## src/rtl/tmr_pkg.sv

```systemverilog
`timescale 1ns/1ps
package tmr_pkg;

   localparam int ADDR_W = 2;
   localparam int CHAN_W = 2;
   localparam int CTRL_W = 8;
   localparam logic [ADDR_W-1:0] CTRL_ADDR = 2'b11;

   typedef enum logic [1:0] {
      ACC_LATCH = 2'b00,
      ACC_LO    = 2'b01,
      ACC_HI    = 2'b10,
      ACC_WORD  = 2'b11
   } acc_e;

   typedef enum logic [1:0] {
      BEH_TERM   = 2'd0,
      BEH_RATE   = 2'd1,
      BEH_SQUARE = 2'd2
   } beh_e;

   typedef struct packed {
      logic [CHAN_W-1:0] chan;
      acc_e              acc;
      logic [2:0]        mode;
      logic              bcd;
   } ctrl_t;

   function automatic beh_e mode_to_beh(input logic [2:0] m);
      beh_e b;
      case (m[1:0])
         2'b10:   b = BEH_RATE;
         2'b11:   b = BEH_SQUARE;
         default: b = BEH_TERM;
      endcase
      return b;
   endfunction

endpackage

```

## src/rtl/tmr_dec.sv

```systemverilog
`timescale 1ns/1ps
module tmr_dec
   import tmr_pkg::*;
#(
   parameter int NUM_CH = 3,
   parameter int DATA_W = 8
) (
   input  logic                     cs_n,
   input  logic [ADDR_W-1:0]        addr,
   input  logic                     wr_n,
   input  logic                     rd_n,
   input  logic [DATA_W-1:0]        din,
   output logic [NUM_CH-1:0]        ctl_we,
   output logic [NUM_CH-1:0]        dat_we,
   output logic [NUM_CH-1:0]        dat_re
);

   ctrl_t cw;
   logic  wr_act;
   logic  rd_act;
   logic  ctl_hit;

   assign cw      = ctrl_t'(din);
   assign wr_act  = !cs_n && !wr_n;
   assign rd_act  = !cs_n && !rd_n && wr_n;
   assign ctl_hit = wr_act && (addr == CTRL_ADDR) && (cw.acc != ACC_LATCH);

   for (genvar i = 0; i < NUM_CH; i++) begin : g_sel
      assign ctl_we[i] = ctl_hit && (cw.chan == CHAN_W'(i));
      assign dat_we[i] = wr_act && (addr == ADDR_W'(i));
      assign dat_re[i] = rd_act && (addr == ADDR_W'(i));
   end

endmodule

```

## src/rtl/tmr_chan.sv

```systemverilog
`timescale 1ns/1ps
module tmr_chan
   import tmr_pkg::*;
#(
   parameter int DATA_W = 8,
   parameter bit BCD_EN = 1'b1
) (
   input  logic              clk,
   input  logic              rst_n,
   input  logic              ctl_we,
   input  ctrl_t             cw,
   input  logic              dat_we,
   input  logic              dat_re,
   input  logic [DATA_W-1:0] wdata,
   input  logic              cnt_en,
   input  logic              gate,
   output logic [DATA_W-1:0] rdata,
   output logic              tout
);

   localparam int CNT_W  = 2 * DATA_W;
   localparam int DIGITS = CNT_W / 4;
   localparam int MAG_W  = CNT_W + 1;

   function automatic logic [CNT_W-1:0] dec_bcd(input logic [CNT_W-1:0] v);
      logic [CNT_W-1:0] r;
      logic             borrow;
      r      = v;
      borrow = 1'b1;
      for (int d = 0; d < DIGITS; d++) begin
         if (borrow) begin
            if (v[d*4 +: 4] == 4'd0) begin
               r[d*4 +: 4] = 4'd9;
            end else begin
               r[d*4 +: 4] = v[d*4 +: 4] - 4'd1;
               borrow      = 1'b0;
            end
         end
      end
      return r;
   endfunction

   function automatic logic [MAG_W-1:0] magnitude(input logic [CNT_W-1:0] v,
                                                  input logic dec);
      logic [MAG_W-1:0] acc;
      logic [MAG_W-1:0] wt;
      acc = '0;
      wt  = MAG_W'(1);
      for (int d = 0; d < DIGITS; d++) begin
         acc = acc + MAG_W'(v[d*4 +: 4]) * wt;
         wt  = wt * MAG_W'(10);
      end
      if (!dec) acc = MAG_W'(v);
      if (v == '0) acc = dec ? wt : (MAG_W'(1) << CNT_W);
      return acc;
   endfunction

   logic              cfg_q;
   acc_e              acc_q;
   beh_e              beh_q;
   logic              bcd_q;
   logic              ptr_q;
   logic [DATA_W-1:0] lo_stage_q;
   logic [CNT_W-1:0]  div_q;
   logic [CNT_W-1:0]  cnt_q;
   logic              load_q;
   logic              armed_q;
   logic              out_q;

   logic              dec_mode;
   logic              tick;
   logic              wr_done;
   logic              sq_hi;
   logic [CNT_W-1:0]  cnt_dec;

   if (BCD_EN) begin : g_bcd
      assign dec_mode = bcd_q;
   end else begin : g_bin
      assign dec_mode = 1'b0;
   end

   assign tick    = cnt_en && gate && cfg_q;
   assign wr_done = dat_we && cfg_q && ((acc_q != ACC_WORD) || ptr_q);
   assign cnt_dec = dec_mode ? dec_bcd(cnt_q) : (cnt_q - CNT_W'(1));
   assign sq_hi   = magnitude(cnt_q, dec_mode) > (magnitude(div_q, dec_mode) >> 1);

   always_ff @(posedge clk or negedge rst_n) begin
      if (!rst_n) begin
         cfg_q      <= 1'b0;
         acc_q      <= ACC_LATCH;
         beh_q      <= BEH_TERM;
         bcd_q      <= 1'b0;
         ptr_q      <= 1'b0;
         lo_stage_q <= '0;
         div_q      <= '0;
         cnt_q      <= '0;
         load_q     <= 1'b0;
         armed_q    <= 1'b0;
         out_q      <= 1'b1;
      end else begin
         if (tick) begin
            if (load_q) begin
               cnt_q   <= div_q;
               armed_q <= 1'b1;
               load_q  <= 1'b0;
            end else if (armed_q) begin
               if ((beh_q != BEH_TERM) && (cnt_q == CNT_W'(1))) begin
                  cnt_q <= div_q;
                  if (beh_q == BEH_RATE) out_q <= 1'b0;
               end else begin
                  cnt_q <= cnt_dec;
                  if (beh_q == BEH_RATE) out_q <= 1'b1;
                  if ((beh_q == BEH_TERM) && (cnt_q == CNT_W'(1))) out_q <= 1'b1;
               end
            end
         end
         if (dat_we && cfg_q) begin
            case (acc_q)
               ACC_LO:   div_q <= {{DATA_W{1'b0}}, wdata};
               ACC_HI:   div_q <= {wdata, {DATA_W{1'b0}}};
               ACC_WORD: begin
                  if (ptr_q) div_q      <= {wdata, lo_stage_q};
                  else       lo_stage_q <= wdata;
               end
               default: ;
            endcase
            if (acc_q == ACC_WORD) ptr_q <= ~ptr_q;
            if (wr_done) begin
               load_q <= 1'b1;
               if (beh_q == BEH_TERM) out_q <= 1'b0;
            end
         end else if (dat_re && cfg_q && (acc_q == ACC_WORD)) begin
            ptr_q <= ~ptr_q;
         end
         if (ctl_we) begin
            cfg_q   <= 1'b1;
            acc_q   <= cw.acc;
            beh_q   <= mode_to_beh(cw.mode);
            bcd_q   <= cw.bcd;
            ptr_q   <= 1'b0;
            load_q  <= 1'b0;
            armed_q <= 1'b0;
            out_q   <= (mode_to_beh(cw.mode) == BEH_TERM) ? 1'b0 : 1'b1;
         end
      end
   end

   always_comb begin
      case (acc_q)
         ACC_HI:   rdata = cnt_q[CNT_W-1 -: DATA_W];
         ACC_WORD: rdata = ptr_q ? cnt_q[CNT_W-1 -: DATA_W] : cnt_q[DATA_W-1:0];
         default:  rdata = cnt_q[DATA_W-1:0];
      endcase
   end

   assign tout = (beh_q == BEH_SQUARE) ? (armed_q ? sq_hi : 1'b1) : out_q;

endmodule

```

## src/rtl/tmr_rdmux.sv

```systemverilog
`timescale 1ns/1ps
module tmr_rdmux #(
   parameter int NUM_CH = 3,
   parameter int DATA_W = 8
) (
   input  logic [NUM_CH-1:0] sel,
   input  logic [DATA_W-1:0] ch_data [NUM_CH],
   output logic [DATA_W-1:0] dout
);

   always_comb begin
      dout = '0;
      for (int i = 0; i < NUM_CH; i++) begin
         if (sel[i]) dout = dout | ch_data[i];
      end
   end

endmodule

```

## src/rtl/tmr_bus_if.sv

```systemverilog
`timescale 1ns/1ps
module tmr_bus_if
   import tmr_pkg::*;
#(
   parameter int NUM_CH = 3,
   parameter int DATA_W = 8,
   parameter bit BCD_EN = 1'b1
) (
   input  logic              clk,
   input  logic              rst_n,
   input  logic              cs_n,
   input  logic [1:0]        addr,
   input  logic              wr_n,
   input  logic              rd_n,
   input  logic [DATA_W-1:0] din,
   output logic [DATA_W-1:0] dout,
   input  logic              cnt_en,
   input  logic [NUM_CH-1:0] gate,
   output logic [NUM_CH-1:0] tmr_out
);

   if (DATA_W != CTRL_W) begin : g_bad_width
      $error("tmr_bus_if: DATA_W must equal the control word width");
   end
   if ((NUM_CH < 1) || (NUM_CH > (1 << ADDR_W) - 1)) begin : g_bad_count
      $error("tmr_bus_if: NUM_CH must leave one port for control");
   end

   logic [NUM_CH-1:0] ctl_we;
   logic [NUM_CH-1:0] dat_we;
   logic [NUM_CH-1:0] dat_re;
   logic [DATA_W-1:0] ch_data [NUM_CH];
   ctrl_t             cw;

   assign cw = ctrl_t'(din);

   tmr_dec #(.NUM_CH(NUM_CH), .DATA_W(DATA_W)) u_dec (
      .cs_n   (cs_n),
      .addr   (addr),
      .wr_n   (wr_n),
      .rd_n   (rd_n),
      .din    (din),
      .ctl_we (ctl_we),
      .dat_we (dat_we),
      .dat_re (dat_re)
   );

   for (genvar i = 0; i < NUM_CH; i++) begin : g_ch
      tmr_chan #(.DATA_W(DATA_W), .BCD_EN(BCD_EN)) u_chan (
         .clk    (clk),
         .rst_n  (rst_n),
         .ctl_we (ctl_we[i]),
         .cw     (cw),
         .dat_we (dat_we[i]),
         .dat_re (dat_re[i]),
         .wdata  (din),
         .cnt_en (cnt_en),
         .gate   (gate[i]),
         .rdata  (ch_data[i]),
         .tout   (tmr_out[i])
      );
   end

   tmr_rdmux #(.NUM_CH(NUM_CH), .DATA_W(DATA_W)) u_rdmux (
      .sel     (dat_re),
      .ch_data (ch_data),
      .dout    (dout)
   );

endmodule

```

## config.mk

```make
export PLATFORM = sky130hd
export DESIGN_NAME = tmr_bus_if
export DESIGN_NICKNAME = d
export VERILOG_FILES = /design/src/rtl/tmr_pkg.sv /design/src/rtl/tmr_dec.sv /design/src/rtl/tmr_chan.sv /design/src/rtl/tmr_rdmux.sv /design/src/rtl/tmr_bus_if.sv
export SDC_FILE = /design/constraint.sdc
export NUM_CORES = 1
export LEC_CHECK = 0
export CAP_MARGIN = 20
export CELL_PAD_IN_SITES_DETAIL_PLACEMENT = 2
export CELL_PAD_IN_SITES_GLOBAL_PLACEMENT = 2
export CORE_UTILIZATION = 42
export CTS_BUF_LIST = sky130_fd_sc_hd__clkbuf_4 sky130_fd_sc_hd__clkbuf_8
export DETAILED_ROUTE_END_ITERATION = 8
export PLACE_DENSITY = 0.95
export SLEW_MARGIN = 0
export SYNTH_ARGS = -nofsm -noshare
export SYNTH_HDL_FRONTEND = slang
export SYNTH_SLANG_ARGS = --single-unit
```

## constraint.sdc

```tcl
create_clock -name clk -period 6.92 [get_ports clk]
set_clock_uncertainty 0.15 [all_clocks]
set_input_delay 0.692 -clock clk [delete_from_list [all_inputs] [get_ports clk]]
set_output_delay 0.692 -clock clk [all_outputs]
set_load 0.005 [all_outputs]
```

==> results of run 1 <==
==> timing repair <==
| action | 4_1_cts |
|---|---|
| pin swaps | 104 |
| setup buffers | 41 |
| endpoints found under the setup margin | 3 |
| hold buffers | 0 |
| resized for setup | 230 |
==> kinds of logic after synthesis <==
group                    share of synthesized area [%]
adder cells (fa/ha/maj)                          29.52
AND/OR/NAND/NOR                                  14.71
buffers and inverters                            7.269
XOR/XNOR                                         4.494
flip-flops                                       17.69
AO/OA/AOI/OAI                                    23.17
multiplexers                                     3.145
==> per-stage QoR <==
stage	hold WS (ps)	setup TNS (ps)	area [um2]	setup slack [ps]	std cells
after CTS	104.9	-863.3	24990	-414.0	3366
after global placement	319.6	0	23160	40.44	3293
after detailed placement	354.0	-1656	23160	-656.5	3293
after floorplan	246.4	0	21240	591.4	2522
==> synthesized netlist by cell type (18+ instances only) <==
library cell	number	area, um2
fa_1	102	2042
o211ai_1	22	165.2
nor2b_1	25	156.4
a21o_1	51	382.9
mux2_2	38	427.9
nand4_1	20	125.1
clkbuf_1	69	259.0
dfrtp_1	147	3679
nand2_1	130	488.0
a22oi_1	55	412.9
a31oi_1	48	300.3
inv_1	292	1096
a211oi_1	28	210.2
xor2_1	63	551.8
ha_1	338	4229
xnor2_1	46	402.9
nand3_1	66	330.3
a21oi_1	194	970.9
nor3b_1	21	157.7
o21bai_1	18	135.1
nor2_1	175	656.9
o21ai_0	167	835.8
mux2i_1	24	240.2
nor3_1	41	205.2
a22o_1	31	271.5
==> metal layers <==
layer,overflow,track usage (%)
met5,0,56.89
met4,6,77.14
met3,0,65.69
met2,6,91.53
met1,0,76.43
==> impl_metrics.json, run 1 <==
{
  "grt_max_degree": 72,
  "netlist_area_um2": 21240,
  "synth_cells": 2522,
  "cts.sinks": 150,
  "initial_core_util_pct": 42.43,
  "error_line": "[ERROR GRT-0232] Routing congestion too high. Check the congestion heatmap in the GUI.",
  "track_usage_pct": 77.92,
  "syn_area_per_cell_um2": 8.423,
  "clock_path_buffers": 2,
  "io_buffers": 29,
  "synth.net_count": 2981,
  "ys_ff_latch": 150,
  "synthFlopType": "dfrtp_1",
  "die_h_um": 226.9,
  "synth_edf_count": 0,
  "ctsRootBufferMaster": "clkbuf_8",
  "rows": 82,
  "yosys.cell_types.count": 85,
  "endpoint_type": "primary output",
  "overflow": 12,
  "ys.warnings.count": 0,
  "htree_levels": 4,
  "ys_seq_area_share_pct": 17.69,
  "gp_congestion": 0.8895,
  "grt_repair_worst_endpoint": "tmr_out[0]",
  "cts_buffers": 17,
  "die_w_um": 226.9,
  "outcome": "aborted with a tool error",
  "hpwl_um": 77860,
  "ios": 30,
  "failing_step": "global routing (5_1_grt)",
  "synth_async_sr_flop_share_pct": 100.0
}
==> run 2: changes to the inputs <==
Settings changed: CELL_PAD_IN_SITES_DETAIL_PLACEMENT 2 to unset, CELL_PAD_IN_SITES_GLOBAL_PLACEMENT 2 to unset, CORE_UTILIZATION 42 to 40, CTS_BUF_LIST sky130_fd_sc_hd__clkbuf_4 sky130_fd_sc_hd__clkbuf_8 to unset, PLACE_DENSITY 0.95 to unset, PLACE_DENSITY_LB_ADDON set to 0.15.
==> impl_metrics.json, run 2 <==
{
  "outcome": "complete, no violations",
  "period_share_pct": 96.91,
  "ys.warnings.count": 0,
  "wirelength_um": 63480,
  "nets": 3126,
  "r2r_slack_ps": 3240,
  "ios": 30,
  "drive_gt1_share_pct": 15.49,
  "hpwl_um": 49120,
  "crit_buf_inv": 3,
  "cts_tree": "built",
  "rows": 84,
  "synth_edf_count": 0,
  "end_kind": "output pin",
  "ant_nets": 0,
  "post-synth-top-count-cell": "ha_1",
  "wl_per_cell_um": 18.84,
  "fmax_mhz": 149.1,
  "hold_violations": 0,
  "reg2reg_depth": 10,
  "die_h_um": 232.4,
  "die_w_um": 232.4,
  "initial_core_util_pct": 40.42,
  "grt_pass1_vias": 18788,
  "clk_latency_ps": 460,
  "arrival_ps": 5860,
  "ys_ff_latch": 150,
  "cp_max_fo": 4,
  "synth_cells": 2522,
  "maxSlewViolCount": 0,
  "synth.net_count": 2981,
  "ys_seq_area_share_pct": 17.69,
  "critPathSlowestCell": "fa_1",
  "yosys.cell_types.count": 85,
  "maxCapViolCount": 0,
  "synth_common_cells": "ha_1 (338), inv_1 (292), a21oi_1 (194)",
  "min_period_ps": 6707,
  "top_regs": "g_ch.u_chan.cnt_q (48), g_ch.u_chan.div_q (48), g_ch.u_chan.lo_stage_q (24)",
  "io_buffers": 29,
  "netlist.area_leader.share_pct": 19.91,
  "core_um2": 52550,
  "cts_buffers": 17,
  "syn_area_per_cell_um2": 8.423,
  "fillers": 5153,
  "synthFlopType": "dfrtp_1",
  "clk_pin_slew_ps": 80,
  "ctsRootBufferMaster": "clkbuf_16",
  "reg2reg_to": "g_ch[1].u_chan.cnt_q[13]",
  "synth_area_leaders": "ha_1 (20%), dfrtp_1 (17%), fa_1 (9.6%), inv_1 (5.2%), a21oi_1 (4.6%)",
  "netlist_area_um2": 21240,
  "cp_common_cell": "ha_1",
  "hold_buffers": 0,
  "worst_slack_ps": 213.5,
  "worst-setup-path-type": "flip-flop to output pin",
  "yosys.area.top_type": "ha_1",
  "antenna_found_initial": 1,
  "crit_start": "g_ch[1].u_chan.div_q[5]",
  "worstSetupStartpointType": "flip-flop",
  "final_common_cell": "ha_1",
  "drc": 0,
  "slew_headroom_pct": 30.46,
  "gp_congestion": 0.9025,
  "worst_slew_pin_slew_ps": 1039,
  "path_delay_family": "adder cells",
  "mostFrequentLayoutCells": "ha_1 (318), inv_1 (289), buf_4 (187)",
  "cts.sinks": 150,
  "viasPerCell": 5.693,
  "grt_max_degree": 80,
  "synth_async_sr_flop_share_pct": 100.0,
  "dr.pass1.iters": 6,
  "overflow": 0,
  "die-area_um2": 54030,
  "htree_levels": 4,
  "dp_slack_ps": -57.52,
  "reg2reg_from": "g_ch[1].u_chan.cnt_q[15]",
  "syn_to_final_growth_pct": 16.13,
  "cp_slowest_stage_delay_ps": 540,
  "track_usage_pct": 23.45,
  "finalSetupViolCount": 0,
  "vias": 19185,
  "drt-initial-drc-count": 1308,
  "clock_path_buffers": 2,
  "critPathRequiredTime_ps": 6080,
  "hold_class": "input port to asynchronous set/reset pin",
  "critical_path.cell_chain": "ha_1 -> ha_1 -> inv_1 -> fa_2 -> nor3b_4 -> xnor2_1 -> fa_1 -> inv_1 -> ha_1 -> o21ai_0 -> o21bai_1 -> o41a_1 -> a31oi_2 -> nor4_2 -> o21ai_1 -> ha_1 -> and4_1 -> nand3_2 -> nor2_2 -> a211o_1 -> or3_1 -> a31o_2 -> clkbuf_2",
  "rsz0062_at_grt": "yes",
  "grt_pass1_wl_um": 101100
}
run 2: cell counts after synthesis:
No cell type changed its count.
run 2: cells by family after synthesis:
| kind of cell | Yosys count | share of synthesized area [%] |
|---|---|---|
| mux | 62 | 3.145 |
| xor+xnor | 109 | 4.494 |
| simple gates | 615 | 14.71 |
| buf+inv | 387 | 7.269 |
| compound gates | 759 | 23.17 |
| fa+ha+maj | 440 | 29.52 |
| flops | 150 | 17.69 |
run 2: routing by layer:
metal	global-route usage [%]	wire (um)	up-vias
met4	5.757	1305	0
li1	-	-	9318
met1	33.01	30590	9389
met5	0	0	-
met2	37.94	29310	408
met3	2.757	2270	70
run 2: metrics by stage:
stage / cells / area, um2 / hold slack [ps] / util, % / setup TNS [ps]
after global placement: 3314 / 23210 / 328.9 / 44.18 / 0
after global routing: 3369 / 24660 / 182.0 / 46.94 / -87.05
after CTS: 3357 / 24170 / 138.9 / 45.99 / -1.155
after detailed placement: 3315 / 23220 / 337.3 / 44.19 / -57.52
after floorplan: 2522 / 21240 / 246.4 / - / 0
final: 3370 / 24670 / 100.8 / 46.94 / 0
run 2: cell type report:
| cell class | count | area [um2] | area share, % |
|---|---|---|---|
| tap | 688 | 860.8 | 3.490 |
| clock buffer | 17 | 425.4 | 1.725 |
| inverter | 294 | 1104 | 4.474 |
| antenna | 2 | 5.005 | 0.02029 |
| multi-input combinational | 1985 | 16630 | 67.42 |
| timing repair buffer | 219 | 1702 | 6.898 |
| sequential | 150 | 3764 | 15.26 |
| clock inverter | 15 | 176.4 | 0.7152 |
run 2: timing repair:
item | 4_1_cts | 5_1_grt
buffers inserted | 10 | 7
pin swaps | 35 | 63
gates resized for setup | 72 | 90
setup endpoints to repair | 3 | 3
endpoints found under the hold margin | 0 | 0
run 2: worst max-delay path by stage:
stage | endpoint | slack (ps) | depth (start not counted)
after floorplan | tmr_out[1] | 590 | 22
after global placement | tmr_out[1] | 50 | 23
after detailed placement | tmr_out[1] | -60 | 23
after CTS | tmr_out[1] | -1 | 24
after global routing | tmr_out[1] | -50 | 25
final | tmr_out[1] | 210 | 23
run 2: worst reg2reg max path, cell delays in order (launching register included):
cell and delay [ps]:
dfrtp_1 390, buf_4 180, inv_1 220, ha_1 280, nor3b_1 510, and4_1 410, a21oi_1 100, buf_4 230
a31oi_1 690, o31ai_1 180, a22oi_1 250
Power of run 2 is left out: the tool's default activity adds up to more than one toggle a clock period on the data nets, which glitch-free logic cannot reach.
